`config.mk`:
```
export PLATFORM = sky130hd
export DESIGN_NAME = phy_tport_writer
export DESIGN_NICKNAME = d
export VERILOG_FILES = /design/src/rtl/phy_tport_pkg.sv /design/src/rtl/phy_tport_ctrl.sv /design/src/rtl/phy_tport_dp.sv /design/src/rtl/phy_tport_writer.sv
export SDC_FILE = /design/constraint.sdc
export NUM_CORES = 1
export LEC_CHECK = 0
export BUFFER_PORTS_ARGS = -buffer_cell sky130_fd_sc_hd__buf_4
export CORE_MARGIN = 3
export CORE_UTILIZATION = 45
export DETAILED_ROUTE_END_ITERATION = 10
export PLACE_DENSITY = 0.73
export RECOVER_POWER = 25
export SYNTH_ARGS = -nofsm -noshare
export SYNTH_HDL_FRONTEND = slang
export SYNTH_SLANG_ARGS = --single-unit
```
`constraint.sdc`:
```
create_clock -name clk -period 3.8 [get_ports clk]
set_input_delay 0.38 -clock clk [delete_from_list [all_inputs] [get_ports clk]]
set_output_delay 0.38 -clock clk [all_outputs]
set_load 0.05 [all_outputs]
```
`src/rtl/phy_tport_pkg.sv`:
```
package phy_tport_pkg;

  localparam int NUM_STEPS = 16;
  localparam int STEP_W    = $clog2(NUM_STEPS);

  // Source of the byte placed on the test data bus in a step
  typedef enum logic [1:0] {
    DIN_ZERO = 2'd0,
    DIN_AHI  = 2'd1,
    DIN_ALO  = 2'd2,
    DIN_DATA = 2'd3
  } dinSel_e;

  // Level pattern of one waveform step
  typedef struct packed {
    logic    en;
    logic    tclk;
    dinSel_e dinSel;
  } stepPat_t;

  // Strobes from control to datapath
  typedef struct packed {
    logic    load;
    logic    drive;
    logic    en;
    logic    tclk;
    dinSel_e dinSel;
    logic    finish;
  } seqCmd_t;

  // Fixed waveform: code-high preamble, high address, low address, data
  function automatic stepPat_t stepPattern(input logic [STEP_W-1:0] s);
    stepPat_t p;
    case (s)
      4'd0:    p = '{en: 1'b1, tclk: 1'b0, dinSel: DIN_ZERO};
      4'd1:    p = '{en: 1'b1, tclk: 1'b1, dinSel: DIN_ZERO};
      4'd2:    p = '{en: 1'b1, tclk: 1'b1, dinSel: DIN_ZERO};
      4'd3:    p = '{en: 1'b1, tclk: 1'b0, dinSel: DIN_ZERO};
      4'd4:    p = '{en: 1'b0, tclk: 1'b0, dinSel: DIN_ZERO};
      4'd5:    p = '{en: 1'b0, tclk: 1'b0, dinSel: DIN_AHI};
      4'd6:    p = '{en: 1'b0, tclk: 1'b1, dinSel: DIN_AHI};
      4'd7:    p = '{en: 1'b0, tclk: 1'b0, dinSel: DIN_AHI};
      4'd8:    p = '{en: 1'b1, tclk: 1'b0, dinSel: DIN_AHI};
      4'd9:    p = '{en: 1'b1, tclk: 1'b1, dinSel: DIN_AHI};
      4'd10:   p = '{en: 1'b1, tclk: 1'b1, dinSel: DIN_ALO};
      4'd11:   p = '{en: 1'b1, tclk: 1'b0, dinSel: DIN_ALO};
      4'd12:   p = '{en: 1'b0, tclk: 1'b0, dinSel: DIN_ALO};
      4'd13:   p = '{en: 1'b0, tclk: 1'b0, dinSel: DIN_DATA};
      4'd14:   p = '{en: 1'b0, tclk: 1'b1, dinSel: DIN_DATA};
      default: p = '{en: 1'b0, tclk: 1'b0, dinSel: DIN_DATA};
    endcase
    return p;
  endfunction

endpackage

```
`src/rtl/phy_tport_ctrl.sv`:
```
module phy_tport_ctrl
  import phy_tport_pkg::*;
#(
  parameter int DIV_W = 8
) (
  input  logic             clk,
  input  logic             rstN,
  input  logic             start,
  input  logic [DIV_W-1:0] stepCycles,
  output logic             busy,
  output seqCmd_t          cmd
);

  localparam logic [STEP_W-1:0] LAST_STEP = STEP_W'(NUM_STEPS - 1);

  typedef enum logic [1:0] {
    ST_IDLE = 2'd0,
    ST_RUN  = 2'd1,
    ST_WRAP = 2'd2
  } ctrlState_e;

  ctrlState_e        state;
  logic [STEP_W-1:0] step;
  logic [DIV_W-1:0]  cnt;
  logic [DIV_W-1:0]  divLast;
  logic              accept;
  logic              stepEnd;
  stepPat_t          pat;

  assign accept  = start && (state == ST_IDLE);
  assign stepEnd = (cnt == divLast);
  assign pat     = stepPattern(step);
  assign busy    = (state != ST_IDLE);

  always_ff @(posedge clk) begin
    if (!rstN) begin
      state   <= ST_IDLE;
      step    <= '0;
      cnt     <= '0;
      divLast <= '0;
    end else begin
      case (state)
        ST_IDLE: begin
          if (accept) begin
            state   <= ST_RUN;
            step    <= '0;
            cnt     <= '0;
            divLast <= (stepCycles == '0) ? '0 : stepCycles - 1'b1;
          end
        end
        ST_RUN: begin
          if (stepEnd) begin
            cnt <= '0;
            if (step == LAST_STEP) begin
              state <= ST_WRAP;
            end else begin
              step <= step + 1'b1;
            end
          end else begin
            cnt <= cnt + 1'b1;
          end
        end
        default: begin
          state <= ST_IDLE;
        end
      endcase
    end
  end

  always_comb begin
    cmd        = '0;
    cmd.load   = accept;
    cmd.drive  = (state == ST_RUN);
    cmd.en     = pat.en;
    cmd.tclk   = pat.tclk;
    cmd.dinSel = pat.dinSel;
    cmd.finish = (state == ST_WRAP);
  end


  step_hold_chk: assert property (@(posedge clk) disable iff (!rstN)
    (state == ST_RUN && !stepEnd) |=> $stable(step));


  restart_ignored_chk: assert property (@(posedge clk) disable iff (!rstN)
    (state == ST_RUN && start) |=> (state != ST_IDLE) && !(step == '0 && cnt == '0));

endmodule

```
`src/rtl/phy_tport_dp.sv`:
```
module phy_tport_dp
  import phy_tport_pkg::*;
#(
  parameter int ADDR_W = 12,
  parameter int DIN_W  = 8
) (
  input  logic              clk,
  input  logic              rstN,
  input  seqCmd_t           cmd,
  input  logic [ADDR_W-1:0] addrIn,
  input  logic [DIN_W-1:0]  dataIn,
  output logic              testEn,
  output logic              testClk,
  output logic [DIN_W-1:0]  testDin,
  output logic              done
);

  localparam int HI_W = ADDR_W - DIN_W;

  logic [ADDR_W-1:0] addrQ;
  logic [DIN_W-1:0]  dataQ;
  logic [DIN_W-1:0]  dinNext;

  always_ff @(posedge clk) begin
    if (!rstN) begin
      addrQ <= '0;
      dataQ <= '0;
    end else if (cmd.load) begin
      addrQ <= addrIn;
      dataQ <= dataIn;
    end
  end

  always_comb begin
    case (cmd.dinSel)
      DIN_AHI:  dinNext = DIN_W'(addrQ[ADDR_W-1 -: HI_W]);
      DIN_ALO:  dinNext = addrQ[DIN_W-1:0];
      DIN_DATA: dinNext = dataQ;
      default:  dinNext = '0;
    endcase
  end

  // Registered port so the PHY never sees decode glitches
  always_ff @(posedge clk) begin
    if (!rstN) begin
      testEn  <= 1'b0;
      testClk <= 1'b0;
      testDin <= '0;
      done    <= 1'b0;
    end else begin
      testEn  <= cmd.drive && cmd.en;
      testClk <= cmd.drive && cmd.tclk;
      testDin <= cmd.drive ? dinNext : '0;
      done    <= cmd.finish;
    end
  end


  en_clk_low_chk: assert property (@(posedge clk) disable iff (!rstN)
    !$stable(testEn) |-> !testClk && !$past(testClk));


  done_pulse_chk: assert property (@(posedge clk) disable iff (!rstN)
    done |=> !done);

endmodule

```
`src/rtl/phy_tport_writer.sv`:
```
module phy_tport_writer
  import phy_tport_pkg::*;
#(
  parameter int ADDR_W = 12,
  parameter int DIN_W  = 8,
  parameter int DIV_W  = 8
) (
  input  logic              clk,
  input  logic              rstN,
  input  logic              start,
  input  logic [ADDR_W-1:0] addrIn,
  input  logic [DIN_W-1:0]  dataIn,
  input  logic [DIV_W-1:0]  stepCycles,
  output logic              busy,
  output logic              done,
  output logic              testEn,
  output logic              testClk,
  output logic [DIN_W-1:0]  testDin
);

  seqCmd_t cmd;

  phy_tport_ctrl #(.DIV_W(DIV_W)) u_ctrl (
    .clk        (clk),
    .rstN       (rstN),
    .start      (start),
    .stepCycles (stepCycles),
    .busy       (busy),
    .cmd        (cmd)
  );

  phy_tport_dp #(.ADDR_W(ADDR_W), .DIN_W(DIN_W)) u_dp (
    .clk     (clk),
    .rstN    (rstN),
    .cmd     (cmd),
    .addrIn  (addrIn),
    .dataIn  (dataIn),
    .testEn  (testEn),
    .testClk (testClk),
    .testDin (testDin),
    .done    (done)
  );


  idle_low_chk: assert property (@(posedge clk) disable iff (!rstN)
    !busy |-> !testEn && !testClk && (testDin == '0));


  done_end_chk: assert property (@(posedge clk) disable iff (!rstN)
    done |-> !busy && $past(busy));

endmodule

```
# After elaboration in Yosys (flattened, before gate mapping)
# Memory sizes are Yosys's and may differ from the RTL's. A register that Yosys moved wholly into a read port is not among the register bits.
# Index checks and enable logic that the tools add are counted.
word_totals:
  regBits: 53
  rom_bits: 64
  input_bits: 31
  output_inout_bits: 12
  word_cells: 52
  n_memories: 1
mem_list:
  columns: ["name", "words", "word_bits", "read_ports", "rd_ports_with_merged_regs", "wr", "line_no", "rtl"]
  rows:
  - ["(no name shown)", 16, 4, 1, 1, 0, "phy_tport_pkg.sv:34", "case (s)"]
classes:
  addsub: 3
  n_eq_ne: 11
  n_mux: 15
  n_reduce_logical: 12
ops:
  columns: ["op", "count"]
  rows:
  - ["8-bit 2-to-1 mux", 3]
  - ["8-bit case mux with 3 select lines", 1]
  - ["4-bit 2-to-1 mux", 5]
  - ["8-bit case mux with 2 select lines", 1]
  - ["8-bit by 1-bit adder with 8-bit output (second input constant)", 1]
  - ["8-bit equality test", 1]
  - ["8-bit zero test", 1]
  - ["4-bit case mux with 2 select lines", 1]
  - ["8-bit by 1-bit subtractor with 8-bit output (second input constant)", 1]
  - ["2-bit equality test (second input constant)", 3]
  - ["2-bit 2-to-1 mux", 3]
  - ["2-bit inequality test (second input constant)", 3]
  - ["2-bit AND reduction", 3]
  - ["4-bit by 1-bit adder with 4-bit output (second input constant)", 1]
  - ["2-bit by 1-bit equality test with 1-bit output (second input constant)", 2]
  - ["4-bit equality test (second input constant)", 1]
  - ["2-bit case mux with 2 select lines", 1]
  - ["4-bit AND reduction", 1]
  - ["2-bit nonzero test", 2]
  - ["1-bit logical AND", 3]
  - ["3-bit AND reduction", 1]
  - ["2-bit zero test", 1]
  - ["2-bit by 1-bit inequality test with 1-bit output (second input constant)", 1]

# Longest topological paths before layout
# Gate-level depths: netlist of run 1.
logic_depth:
  depth_word: 6
  ltp_mapped: 10
  ltp_nobuf: 10

# Hierarchy
# From an unflattened synthesis of run 1, not the netlist that was laid out.
hier_totals:
  cells_unflattened: 259
  hier_area_um2: 2527.4
by_module_without_submodules:
  columns: ["module", "instances", "cells_each", "area_each_um2", "seq_area_each_um2"]
  rows:
  - ["phy_tport_ctrl", 1, 156, 1361.3, 520.5]
  - ["phy_tport_dp", 1, 103, 1166.1, 620.6]

# Least setup slack after synthesis of run 1
# OpenSTA, ideal clock, no wires.
synth_timing:
  kind: "reg2reg"
  from: "reg u_ctrl.step[0]"
  to: "reg, netlist name u_ctrl.pat[2]"
  setup_ns: 0.128
  t_arrival_ns: 1.753
  required_ns: 3.672
  slack_ns: 1.919
  path_stages_with_launch: 10
  path_buffers: 0
  synth_period_minus_slack_ns: 1.881
  cell_sequence: "dfxtp_1 ha_1 and3_1 a21o_1 nand2_1 o21ai_1 a32oi_1 inv_1 ha_1 a21oi_1"
synth_via:
  elab_chain_cells: 6
  elab_cells_between_ends: 9
  cone_classes: "1 x add/sub; 2 x eq/ne; 5 x mux; 1 x reduce/logical"
synth_lines:
  columns: ["element", "line_no", "rtl"]
  rows:
  - ["start: declaration", "phy_tport_ctrl.sv:23", "logic [STEP_W-1:0] step;"]
  - ["start signal: assignment", "phy_tport_ctrl.sv:57", "step <= step + 1'b1;"]
  - ["4-bit by 1-bit adder with 4-bit output", "phy_tport_ctrl.sv:57", null]
  - ["4-bit 2-to-1 mux", "phy_tport_ctrl.sv:54", "if (step == LAST_STEP) begin"]
  - ["4-bit 2-to-1 mux", "phy_tport_ctrl.sv:52", "if (stepEnd) begin"]
  - ["4-bit case mux with 2 select lines", "phy_tport_ctrl.sv:42", "case (state)"]
  - ["4-bit 2-to-1 mux (no line) * (2 in series)", null, null]
# Every way passes the cells marked *; elsewhere a longest branch is shown, timed or not. The select of a mux whose other input is x is not followed.
# A chain may end at the register's enable or synchronous reset.

# Worst setup path after layout of run 1
layout_timing:
  from: "reg u_ctrl.step[0]"
  to: "reg, netlist name u_ctrl.pat[2]"
layout_via:
  elab_chain_cells: 6
  elab_cells_between_ends: 9
  cone_classes: "1 x add/sub; 2 x eq/ne; 5 x mux; 1 x reduce/logical"
layout_lines:
  columns: ["element", "line_no"]
  rows:
  - ["4-bit by 1-bit adder with 4-bit output", "phy_tport_ctrl.sv:57"]
  - ["4-bit 2-to-1 mux", "phy_tport_ctrl.sv:54"]
  - ["4-bit 2-to-1 mux", "phy_tport_ctrl.sv:52"]
  - ["4-bit case mux with 2 select lines", "phy_tport_ctrl.sv:42"]
  - ["4-bit 2-to-1 mux (no line) * (2 in series)", null]
# Marked as above.

==> out/results.tsv, run 1 <==
stage	metric	value	unit
worst_setup_path	crit_fanout	5	
worst_setup_path	cp.arrival	2390	ps
floorplan	row_count	26	
clock_network	cts_hold_buffers	0	
floorplan	die_w	80.0	um
clock_network	htree_levels	3	
clock_network	worstSkewPairLatency	340	ps
min_path	hold_class	in -> reg	
drt	routed_wl	4970	um
worst_setup_path	path_cells	ha_1, and3_1, a21o_1, nand2_1, o21ai_1, a32oi_1, inv_1, ha_1, a21oi_1	
cells_and_area	diodes	0	
clock_network	ctsResizeCount	0	
sta	relSlewSlack	35.0	%
worst_setup_path	crit_required	4080	ps
synth	syn_area	2460	um^2
place	pre_cts_ws	1690	ps
sta	setup_slack	1690	ps
pwr	vdd_drop_max	0.000188	V
worst_setup_path	cp-start-kind	register	
synth	syn_nets	304	
clock_network	cts-root-buf	clkbuf_8	
min_path	hold_depth	3	
place	port_buffers	42	
worst_setup_path	cpMaxStageDelayCell	a32oi_1	
sta	rsz0062_at_grt	no	
sta	holdWs	290	ps
worst_setup_path	critical_path.most_common_cell	ha_1	
grt	use_met1	23.1	%
clock_network	path_clk_slew	70	ps
worst_setup_path	rr_worst_depth	9	
grt	grt_pass1_wl	8300	um
min_path	min_to	u_dp.addrQ[2]	
worst_setup_path	reg2reg_from	u_ctrl.step[0]	
grt	grt_max_degree	41	
cells_and_area	area_growth	20.3	%
floorplan	num_io_pins	43	
grt	overflow	0	
sta	post-route-period-util	55.5	%
worst_setup_path	critPathMaxStageDelay	360	ps
sta	skew	6.67	ps
sta	hold_viol	0	
sta	tightestPinTransition	972	ps
clock_network	cts_setup_buffers	0	
synth	synthCells	269	
clock_network	numCtsBuffers	9	
floorplan	core_area	5200	um^2
cells_and_area	nets	348	
grt	grt.total_usage	17.2	%
grt	grt_use_met3	6.21	%
floorplan	dieArea	6400	um^2
synth	synth_seq_cells	57	
synth	syn_avg_cell_area	9.16	um^2
drt	firstDrtPassIters	4	
sta	fmax	0.474	GHz
run	cap_violations	0	
place	placed_cell_area	2840	um^2
run_status	status	completed	
cells_and_area	final_cell_area	2960	um^2
worst_setup_path	path_buf_inv	1	
pwr	power.density	426	nW/um^2
clock_network	cts.sinks	57	
drt	drcViolationCount	0	
clock_network	clockBufferDepth	2	
place	hpwl	3510	um
worst_setup_path	cpLargestDelayFamily	compound AO/OA/AOI/OAI gates	
sta	period_minus_slack	2110	ps
grt	grt.busiest_layer	met2	
synth	synth.distinct_cells	43	
grt	use_met2	23.5	%
drt	via_per_inst	5.02	
sta	tns	0	ps
drt	drt-initial-drc-count	137	
worst_setup_path	ff2ff_setup_slack	1690	ps
floorplan	start_util	47.4	%
worst_setup_path	critPathKind	reg -> reg	
min_path	hold_start	addrIn[2]	
floorplan	dieHeight	80.0	um
drt	antenna_left	0	
grt	grt_pass1_vias	1815	
worst_setup_path	r2r_end	u_ctrl.pat[2]	
place	place.gp.congestion	0.789	
drt	via_count	1946	
grt	antenna_found_initial	0	
sta	maxSlewViolCount	0	
cells_and_area	drive_gt1_share	19.5	%
sta	setup_violations	0	
pwr	power.leakage	1.18	nW
synth	yosysSeqAreaShare	46.3	%
drt	routedWlPerCell	12.8	um
clock_network	cts_tree	done	
synth	yosysWarnings	0	
worst_setup_path	cp-end-kind	register	
==> metal layers <==
metal | share of wire [%] | wire [um]
met2 | 42 | 2100
met1 | 49 | 2450
met5 | 0 | 0
met3 | 5.3 | 262
met4 | 3.1 | 155
==> registers in the layout, summed over array words and instances (netlist names), 2 cells and up <==
register / cells
u_ctrl.step: 4
u_ctrl.cnt: 8
u_ctrl.state: 2
u_dp.dataQ: 8
u_dp.testDin: 8
u_ctrl.divLast: 8
u_dp.addrQ: 12
u_ctrl.pat: 4
==> cells in the mapped netlist <==
cell / n / share of area (%)
nand4_2: 1 / 0.51
nor2_4: 1 / 0.46
o221a_4: 1 / 0.81
nor3_2: 1 / 0.41
a32oi_1: 1 / 0.36
xnor2_1: 8 / 2.8
xnor2_2: 2 / 1.3
o21ai_1: 2 / 0.41
o21bai_2: 1 / 0.46
a211oi_1: 1 / 0.30
inv_1: 9 / 1.4
nor3_1: 3 / 0.61
dfxtp_1: 57 / 46
nand2b_1: 1 / 0.25
nor2b_1: 10 / 2.5
a21boi_1: 1 / 0.30
nor3b_1: 3 / 0.91
a22oi_1: 13 / 4.0
a21o_1: 1 / 0.30
nor2_1: 26 / 4.0
nand3_1: 3 / 0.61
and2_1: 2 / 0.51
o21a_1: 1 / 0.30
clkbuf_1: 8 / 1.2
mux2i_1: 5 / 2.0
and2_0: 1 / 0.25
a21oi_1: 4 / 0.81
ha_1: 4 / 2.0
a31o_1: 1 / 0.36
a31oi_1: 1 / 0.25
and2b_1: 1 / 0.30
nand4_4: 1 / 0.86
a31oi_2: 1 / 0.51
xor2_1: 9 / 3.2
nand2_1: 48 / 7.3
and3_2: 1 / 0.30
buf_2: 2 / 0.41
o211ai_1: 1 / 0.30
and3_1: 4 / 1.0
and3b_1: 1 / 0.36
mux2_2: 4 / 1.8
nand4_1: 3 / 0.76
a21boi_0: 20 / 6.1
==> layout by cell type (no fill, tap or decap), types with 3 or more instances in the layout <==
master      synthesis  final
a22oi_1            13     13
xnor2_1             8      8
ha_1                4      4
nor2_1             26     26
nor2b_1            10     10
clkinv_2            0      3
mux2_2              4      4
a21boi_0           20     20
a21oi_1             4      4
xor2_1              9      9
nand3_1             3      3
dfxtp_1            57     57
clkbuf_8            0      9
mux2i_1             5      5
inv_1               9      9
nand2_1            48     48
clkinvlp_4          0      3
nand4_1             3      3
clkbuf_1            8     11
nor3_1              3      3
buf_4               0     32
and3_1              4      4
nor3b_1             3      3
==> where the power goes <==
group | internal, mW | switching [mW]
sequential | 0.620 | 0.0161
clock | 0.234 | 0.251
combinational | 0.0647 | 0.0778
total | 0.919 | 0.344
==> cell families after synthesis <==
kind of cell / after synthesis / synth area share, %
multiplexers: 9 / 3.86
AO/OA/AOI/OAI: 50 / 15.5
XOR/XNOR: 19 / 7.36
flip-flops: 57 / 46.3
AND/OR/NAND/NOR: 111 / 21.9
adder cells (fa/ha/maj): 4 / 2.03
buffers and inverters: 19 / 2.99
==> through the flow <==
stage	total power, mW	cells	utilization, %
2_1_floorplan	0.741	269	-
3_3_place_gp	0.789	372	54.5
3_5_place_dp	0.793	372	54.5
4_1_cts	1.28	388	57.7
5_1_grt	1.33	388	56.9
6_report	1.26	388	56.9
==> how the worst max path moves through the flow <==
stage,from,end,cells after the start
after floorplan,u_ctrl.step[0],u_ctrl.pat[2],9
after global placement,u_ctrl.step[0],u_ctrl.pat[2],9
after detailed placement,u_ctrl.state[0],u_ctrl.divLast[1],5
after CTS,u_ctrl.state[0],u_ctrl.divLast[1],5
after global routing,u_ctrl.state[0],u_ctrl.divLast[4],5
final,u_ctrl.step[0],u_ctrl.pat[2],9
==> worst min-delay path: stages <==
cell,delay [ps]
buf_4,110
nand2_1,40
a21boi_0,60
==> cell type report <==
class	instances	area, um^2
flip-flops and latches	57	1140
multi-input cells	193	1250
well taps	70	87.6
repair buffers	43	282
clock inverters	7	46.3
fillers	492	2240
clock buffers	9	124
inverters	9	33.8
Power figures use the tool's default switching activity.
==> run 2: changes to the inputs <==
--- a/config.mk
+++ b/config.mk
@@ -5,11 +5,12 @@
 export SDC_FILE = /design/constraint.sdc
 export NUM_CORES = 1
 export LEC_CHECK = 0
+export ABC_AREA = 1
 export BUFFER_PORTS_ARGS = -buffer_cell sky130_fd_sc_hd__buf_4
 export CORE_MARGIN = 3
 export CORE_UTILIZATION = 45
 export DETAILED_ROUTE_END_ITERATION = 10
-export PLACE_DENSITY = 0.73
+export PLACE_DENSITY = 0.76
 export RECOVER_POWER = 25
 export SYNTH_ARGS = -nofsm -noshare
 export SYNTH_HDL_FRONTEND = slang
==> constraint.sdc (replaced) <==
create_clock -name clk -period 1.7 [get_ports clk]
set_input_delay 0.17 -clock clk [delete_from_list [all_inputs] [get_ports clk]]
set_output_delay 0.17 -clock clk [all_outputs]
set_load 0.05 [all_outputs]
==> out/results.tsv, run 2 <==
stage	metric	value	unit	change
run_status	status	completed		unchanged
sta	fmax	0.613	GHz	was 0.474 GHz
worst_setup_path	path_buf_inv	1		unchanged
cells_and_area	largest_reg_flops	12		unchanged
synth	yosys_most_used_dff	dfxtp_1		unchanged
worst_setup_path	cp-start-kind	register		unchanged
cells_and_area	nets	450		was 348
floorplan	die_w	81.0	um	was 80.0 um
cells_and_area	final_cell_mix	nand2_1 (72), nor2_1 (55), buf_4 (50)		was dfxtp_1 (57), nand2_1 (48), buf_4 (32)
grt	overflow	0		unchanged
pwr	power.leakage	1.56	nW	was 1.18 nW
grt	antenna_found_initial	0		unchanged
floorplan	dieArea	6560	um^2	was 6400 um^2
sta	maxSlewViolCount	0		unchanged
synth	synth.largest_area_cell	dfxtp_1		unchanged
synth	synth_top_area_share	45.1	%	was 46.3%
grt	grt.total_usage	19.5	%	was 17.2%
grt	grt_max_degree	28		was 41
worst_setup_path	setup.worst_path.start	u_ctrl.step[1]		was u_ctrl.step[0]
floorplan	start_util	48.1	%	was 47.4%
place	port_buffers	42		unchanged
place	place.gp.congestion	0.789		about the same
cells_and_area	regArea	1160	um^2	was 1140 um^2
worst_setup_path	critPathKind	reg -> reg		unchanged
sta	hold_viol	0		unchanged
worst_setup_path	rr_worst_depth	12		was 9
clock_network	path_clk_slew	70	ps	about the same
drt	routed_wl	6020	um	was 4970 um
cells_and_area	drive_gt1_share	29.3	%	was 19.5%
synth	synth_seq_cells	57		unchanged
cells_and_area	area_growth	31.8	%	was 20.3%
clock_network	cts_tree	done		unchanged
cells_and_area	multiInputGateArea	1280	um^2	was 1250 um^2
clock_network	cts.sinks	57		unchanged
drt	via_count	2392		was 1946
worst_setup_path	cpLargestDelayFamily	simple AND/OR/NAND/NOR gates		was compound AO/OA/AOI/OAI gates
run	cap_violations	0		unchanged
drt	firstDrtPassIters	4		unchanged
floorplan	core_area	5270	um^2	was 5200 um^2
synth	syn_avg_cell_area	7.21	um^2	was 9.16 um^2
drt	drcViolationCount	0		unchanged
sta	relSlewSlack	59.4	%	was 35.0%
synth	synth-edff-count	0		unchanged
synth	yosysSeqAreaShare	45.1	%	was 46.3%
floorplan	row_count	26		unchanged
worst_setup_path	cpMaxStageDelayCell	dfxtp_2		was a32oi_1
place	dp_cells	467		was 372
synth	synth.distinct_cells	29		was 43
clock_network	cts-root-buf	clkbuf_8		unchanged
worst_setup_path	r2r_end	u_ctrl.pat[2]		unchanged
grt	grt_pass1_wl	9820	um	was 8300 um
sta	skew	6.25	ps	was 6.67 ps
drt	via_per_inst	4.88		was 5.02
floorplan	dieHeight	81.0	um	was 80.0 um
place	hpwl	4180	um	was 3510 um
clock_network	cts_hold_buffers	0		unchanged
sta	setup_violations	0		unchanged
cells_and_area	n_fill_cell	473		was 492
synth	yosysWarnings	0		unchanged
floorplan	num_io_pins	43		unchanged
cells_and_area	diodes	0		unchanged
synth	synthCells	351		was 269
drt	antenna_left	0		unchanged
sta	post-route-period-util	96.0	%	was 55.5%
synth	synth_most_common_cell	nand2_1		was dfxtp_1
synth	synth.area.top_cells	dfxtp_1 (45%), nand2_1 (12%), nor2_1 (8.3%)		was dfxtp_1 (46%), nand2_1 (7.3%), a21boi_0 (6.1%)
worst_setup_path	path_depth	12		was 9
worst_setup_path	ff2ff_setup_slack	70	ps	was 1690 ps
synth	syn_nets	386		was 304
sta	holdWs	46.1	ps	was 290 ps
synth	synthTopCellsByCount	nand2_1 (83), dfxtp_1 (57), nor2_1 (56)		was dfxtp_1 (57), nand2_1 (48), nor2_1 (26)
worst_setup_path	cp-end-kind	register		unchanged
worst_setup_path	path_cells	ha_4, nand2_4, o21ai_4, nand2_4, nand2_4, nand2_2, nand2_2, nand2_2, ha_4, inv_2, nand2_2, nand2_2		was ha_1, and3_1, a21o_1, nand2_1, o21ai_1, a32oi_1, inv_1, ha_1, a21oi_1
cells_and_area	top_register	u_dp.addrQ		unchanged
worst_setup_path	critPathMaxStageDelay	360	ps	about the same
clock_network	clockBufferDepth	2		unchanged
synth	syn_area	2530	um^2	was 2460 um^2
synth	async_reset_ff_share	0	%	unchanged
sta	period_minus_slack	1630	ps	was 2110 ps
worst_setup_path	reg2reg_from	u_ctrl.step[1]		was u_ctrl.step[0]
drt	drt-initial-drc-count	113		was 137
worst_setup_path	crit_fanout	4		was 5
worst_setup_path	cp.arrival	1870	ps	was 2390 ps
grt	grt_pass1_vias	2277		was 1815
pwr	power.density	1160	nW/um^2	was 426 nW/um^2
pwr	p_total	3.87	mW	was 1.26 mW
pwr	vdd_drop_max	0.000642	V	was 0.000188 V
clock_network	numCtsBuffers	9		unchanged
drt	routedWlPerCell	12.3	um	was 12.8 um
clock_network	htree_levels	3		unchanged
min_path	hold_class	in -> reg		unchanged
cells_and_area	layout.cells.non_filler	490		was 388
worst_setup_path	cp-endpoint	u_ctrl.pat[2]		unchanged
worst_setup_path	crit_required	1940	ps	was 4080 ps
worst_setup_path	critical_path.most_common_cell	nand2_2		was ha_1
clock_network	worstSkewPairLatency	340	ps	about the same
cells_and_area	final_common_cell	nand2_1		was dfxtp_1
sta	tightestPinTransition	611	ps	was 972 ps
==> run 2: power by group <==
part / switching, mW / internal, mW / leakage (nW)
logic: 0.538 / 0.338 / 0.975
registers: 0.0897 / 1.47 / 0.473
clock network: 0.600 / 0.836 / 0.110
total: 1.23 / 2.65 / 1.56
==> run 2: layer usage <==
layer	part of all wire (%)	vias up	routed length (um)	track usage (%)
li1	-	1236	-	-
met1	45	1096	2710	24.0
met2	48	50	2890	31.9
met3	4.9	10	293	4.43
met4	2.0	0	123	9.63
met5	0	-	0	0
==> run 2: logic make-up (layout without fill, tap and decap cells) <==
| kind of cell | after synthesis | after routing | synth area share (%) |
|---|---|---|---|
| AND/OR/NAND/NOR | 182 | 182 | 31.9 |
| adder cells (fa/ha/maj) | 4 | 4 | 1.98 |
| AO/OA/AOI/OAI | 47 | 47 | 9.88 |
| buffers and inverters | 51 | 120 | 7.76 |
| XOR/XNOR | 10 | 10 | 3.46 |
| flip-flops | 57 | 57 | 45.1 |
==> run 2: final cells by class <==
type	count	share of cell area, %
inverters	43	4.91
well taps	70	2.62
repair buffers	61	12.5
flip-flops and latches	57	34.9
clock buffers	9	3.71
multi-input cells	243	38.3
clock inverters	7	3.07
==> run 2: worst min-delay path by stage <==
stage | endpoint | cells past startpoint | from
final | u_dp.addrQ[7] | 3 | addrIn[7]
after global routing | u_dp.addrQ[7] | 3 | addrIn[7]
after CTS | u_dp.addrQ[7] | 3 | addrIn[7]
after detailed placement | u_dp.addrQ[0] | 3 | addrIn[0]
after global placement | u_dp.addrQ[1] | 3 | addrIn[1]
after floorplan | u_dp.addrQ[10] | 2 | addrIn[10]
==> run 2: what timing repair did <==
| item | 4_1_cts | 5_1_grt |
|---|---|---|
| buffers inserted | 3 | 4 |
| pin swaps | 2 | 16 |
| endpoints found under the hold margin | 0 | 0 |
| resized for setup | 3 | 36 |
| endpoints found under the setup margin | 1 | 2 |
==> run 2: metrics by stage <==
stage	setup TNS (ps)	worst slack [ps]	util [%]	cell area (um^2)
floorplan	0	17.2	-	2530
global placement	0	67.8	56.8	2990
detailed placement	-55.9	-55.9	56.8	2990
CTS	0	10.1	61.6	3250
global route	-28.8	-28.8	63.3	3340
finish	0	68.3	63.3	3340
==> run 2: worst min-delay path, delay by kind of cell <==
kind          cells  cell delay (ps)
buf+inv           1               80
simple gates      2              110
==> run 3: changes to the inputs <==
--- a/config.mk
+++ b/config.mk
@@ -5,7 +5,6 @@
 export SDC_FILE = /design/constraint.sdc
 export NUM_CORES = 1
 export LEC_CHECK = 0
-export ABC_AREA = 1
 export BUFFER_PORTS_ARGS = -buffer_cell sky130_fd_sc_hd__buf_4
 export CORE_MARGIN = 3
 export CORE_UTILIZATION = 45
==> out/results.tsv, run 3 (synthesized netlist as in run 1, its figures left out) <==
stage	metric	value	unit	change
cells_and_area	area_growth	36.2	%	was 31.8%
cells_and_area	final_cell_mix	buf_4 (59), dfxtp_1 (51), nand2_1 (47)		was nand2_1 (72), nor2_1 (55), buf_4 (50)
worst_setup_path	crit_required	1960	ps	was 1940 ps
clock_network	clockBufferDepth	2		unchanged
worst_setup_path	path_buf_inv	1		unchanged
worst_setup_path	critPathMaxStageDelay	330	ps	was 360 ps
cells_and_area	final_cell_area	3360	um^2	was 3340 um^2
grt	use_met1	23.5	%	was 24.0%
clock_network	worstSkewPairLatency	330	ps	was 340 ps
worst_setup_path	r2r_end	u_ctrl.pat[2]		unchanged
cells_and_area	final_common_cell	buf_4		was nand2_1
sta	rsz0062_at_grt	yes		
grt	overflow	0		unchanged
worst_setup_path	crit_fanout	4		unchanged
worst_setup_path	cp-start-kind	register		unchanged
sta	setup_violations	4		was 0
floorplan	dieArea	6400	um^2	was 6560 um^2
grt	grt_pass1_wl	9200	um	was 9820 um
min_path	hold_depth	3		unchanged
worst_setup_path	cpMaxStageDelayCell	dfxtp_2		unchanged
pwr	vdd_drop_max	0.000516	V	was 0.000642 V
place	hpwl	3950	um	was 4180 um
min_path	min_to	u_dp.addrQ[1]		was u_dp.addrQ[7]
sta	relSlewSlack	59.1	%	was 59.4%
clock_network	cts-root-buf	clkbuf_8		unchanged
sta	maxSlewViolCount	0		unchanged
pwr	power.density	953	nW/um^2	was 1160 nW/um^2
worst_setup_path	reg2reg_from	u_ctrl.step[1]		unchanged
grt	antenna_found_initial	0		unchanged
place	port_buffers	42		unchanged
sta	tns	-276	ps	was 0 ps
pwr	p_int	2.43	mW	was 2.65 mW
worst_setup_path	cp.arrival	2080	ps	was 1870 ps
run_status	violations	setup timing		
worst_setup_path	ff2ff_setup_slack	-120	ps	was 70 ps
drt	drt-initial-drc-count	133		was 113
drt	routed_wl	5580	um	was 6020 um
clock_network	cts_hold_buffers	0		unchanged
sta	period_minus_slack	1820	ps	was 1630 ps
cells_and_area	top_register	u_dp.addrQ		unchanged
cells_and_area	largest_reg_flops	12		unchanged
drt	drcViolationCount	0		unchanged
sta	setup_slack	-117	ps	was 68.3 ps
clock_network	cts.sinks	57		unchanged
pwr	clkPwrFrac	43.4	%	was 37.1%
worst_setup_path	critPathKind	reg -> reg		unchanged
drt	via_per_inst	5.00		was 4.88
pwr	power.switching	0.768	mW	was 1.23 mW
grt	use_met2	28.9	%	was 31.9%
grt	grt.total_usage	18.6	%	was 19.5%
cells_and_area	final_util	64.5	%	was 63.3%
run	cap_violations	0		unchanged
clock_network	numCtsBuffers	9		unchanged
run_status	status	finished, violations left		was completed
worst_setup_path	cpLargestDelayFamily	compound AO/OA/AOI/OAI gates		was simple AND/OR/NAND/NOR gates
drt	firstDrtPassIters	4		unchanged
floorplan	die_w	80.0	um	was 81.0 um
pwr	p_total	3.20	mW	was 3.87 mW
clock_network	htree_levels	3		unchanged
place	pre_cts_ws	-87.5	ps	was -55.9 ps
pwr	p_seq_share	44.5	%	was 40.3%
sta	fmax	0.550	GHz	was 0.613 GHz
place	placed_cell_area	3050	um^2	was 2990 um^2
sta	skew	6.69	ps	was 6.25 ps
drt	routedWlPerCell	13.4	um	was 12.3 um
sta	hold_viol	0		unchanged
min_path	hold_class	in -> reg		unchanged
worst_setup_path	path_cells	ha_4, and3_4, a21o_1, nand2_2, o21ai_2, a32oi_2, inv_1, ha_1, a21oi_1		was ha_4, nand2_4, o21ai_4, nand2_4, nand2_4, nand2_2, nand2_2, nand2_2, ha_4, inv_2, nand2_2, nand2_2
grt	grt_use_met3	5.76	%	was 4.43%
cells_and_area	n_fill_cell	434		was 473
pwr	comb_power_share	12.1	%	was 22.6%
clock_network	cts_tree	done		unchanged
pwr	power.leakage	1.37	nW	was 1.56 nW
worst_setup_path	rr_worst_depth	9		was 12
cells_and_area	drive_gt1_share	32.0	%	was 29.3%
worst_setup_path	cp-end-kind	register		unchanged
place	place.gp.congestion	0.812		was 0.789
grt	grt_max_degree	33		was 28
sta	tightestPinTransition	616	ps	was 611 ps
drt	via_count	2086		was 2392
floorplan	row_count	26		unchanged
floorplan	start_util	47.4	%	was 48.1%
floorplan	core_area	5200	um^2	was 5270 um^2
pwr	p_sw_share	24.0	%	was 31.7%
cells_and_area	diodes	0		unchanged
grt	grt_pass1_vias	2009		was 2277
min_path	hold_start	addrIn[1]		was addrIn[7]
clock_network	path_clk_slew	70	ps	about the same
floorplan	num_io_pins	43		unchanged
sta	post-route-period-util	107	%	was 96.0%
drt	antenna_left	0		unchanged
floorplan	dieHeight	80.0	um	was 81.0 um
grt	grt.busiest_layer	met2		unchanged
cells_and_area	nets	378		was 450
## run 3: cell types whose count changed in the layout (fill, tap and decap cells not counted), sizes merged, moves of 13 or more
| cell | change |
|---|---|
| nand2 | -43 |
| inv | -35 |
| nor2 | -34 |
| o21ai | -24 |
| a21boi | +21 |
| nand3 | -16 |
| a21oi | -15 |
| a22oi | +13 |
## run 3: stage by stage
stage,std cells,hold slack (ps)
final,417,92.8
after global routing,417,80.1
after floorplan,269,315
after detailed placement,395,439
after global placement,395,435
after CTS,412,82.1
## run 3: worst reg2reg max path, stage by stage, from the launching register on
cell and delay (ps):
dfxtp_2 330, ha_4 160, and3_4 170, a21o_1 190, nand2_2 90, o21ai_2 70, a32oi_2 260, inv_1 80
ha_1 280, a21oi_1 120
## run 3: worst max path at each step
stage                               from  cells after the start  slack, ps             to
after floorplan           u_ctrl.step[1]                      9         -7  u_ctrl.pat[2]
after global placement    u_ctrl.step[1]                      9         -4  u_ctrl.pat[2]
after detailed placement  u_ctrl.step[1]                      9        -90  u_ctrl.pat[2]
after CTS                 u_ctrl.step[1]                      9        -60  u_ctrl.pat[2]
after global routing      u_ctrl.step[0]                      9       -200  u_ctrl.pat[2]
final                     u_ctrl.step[1]                      9       -120  u_ctrl.pat[2]
## run 3: layout make-up
type / instances / area (um^2) / share of cell area, %
Clock buffer: 10 / 138 / 4.10
Clock inverter: 5 / 80.1 / 2.38
Sequential cell: 57 / 1150 / 34.2
Inverter: 9 / 33.8 / 1.01
Tap cell: 70 / 87.6 / 2.61
Timing Repair Buffer: 73 / 519 / 15.5
Multi-Input combinational cell: 193 / 1350 / 40.2
## run 3: what timing repair did
action,in CTS,in global routing
endpoints found under the setup margin,2,10
buffers inserted,2,5
hold endpoints to repair,0,0
pin swaps,5,7
gates resized for setup,7,11
## run 3: power by group through the flow
stage / registers [mW] / clock network, mW / logic [mW]
global route: 1.43 / 1.48 / 0.429
CTS: 1.42 / 1.41 / 0.377
detailed placement: 1.45 / 0 / 0.369
floorplan: 1.45 / 0 / 0.214
finish: 1.42 / 1.39 / 0.387
global placement: 1.45 / 0 / 0.364
## run 3: layer usage
metal,wire [um],up-vias
li1,-,1060
met1,2590,974
met2,2650,43
met3,238,9
met4,99,0
met5,0,-
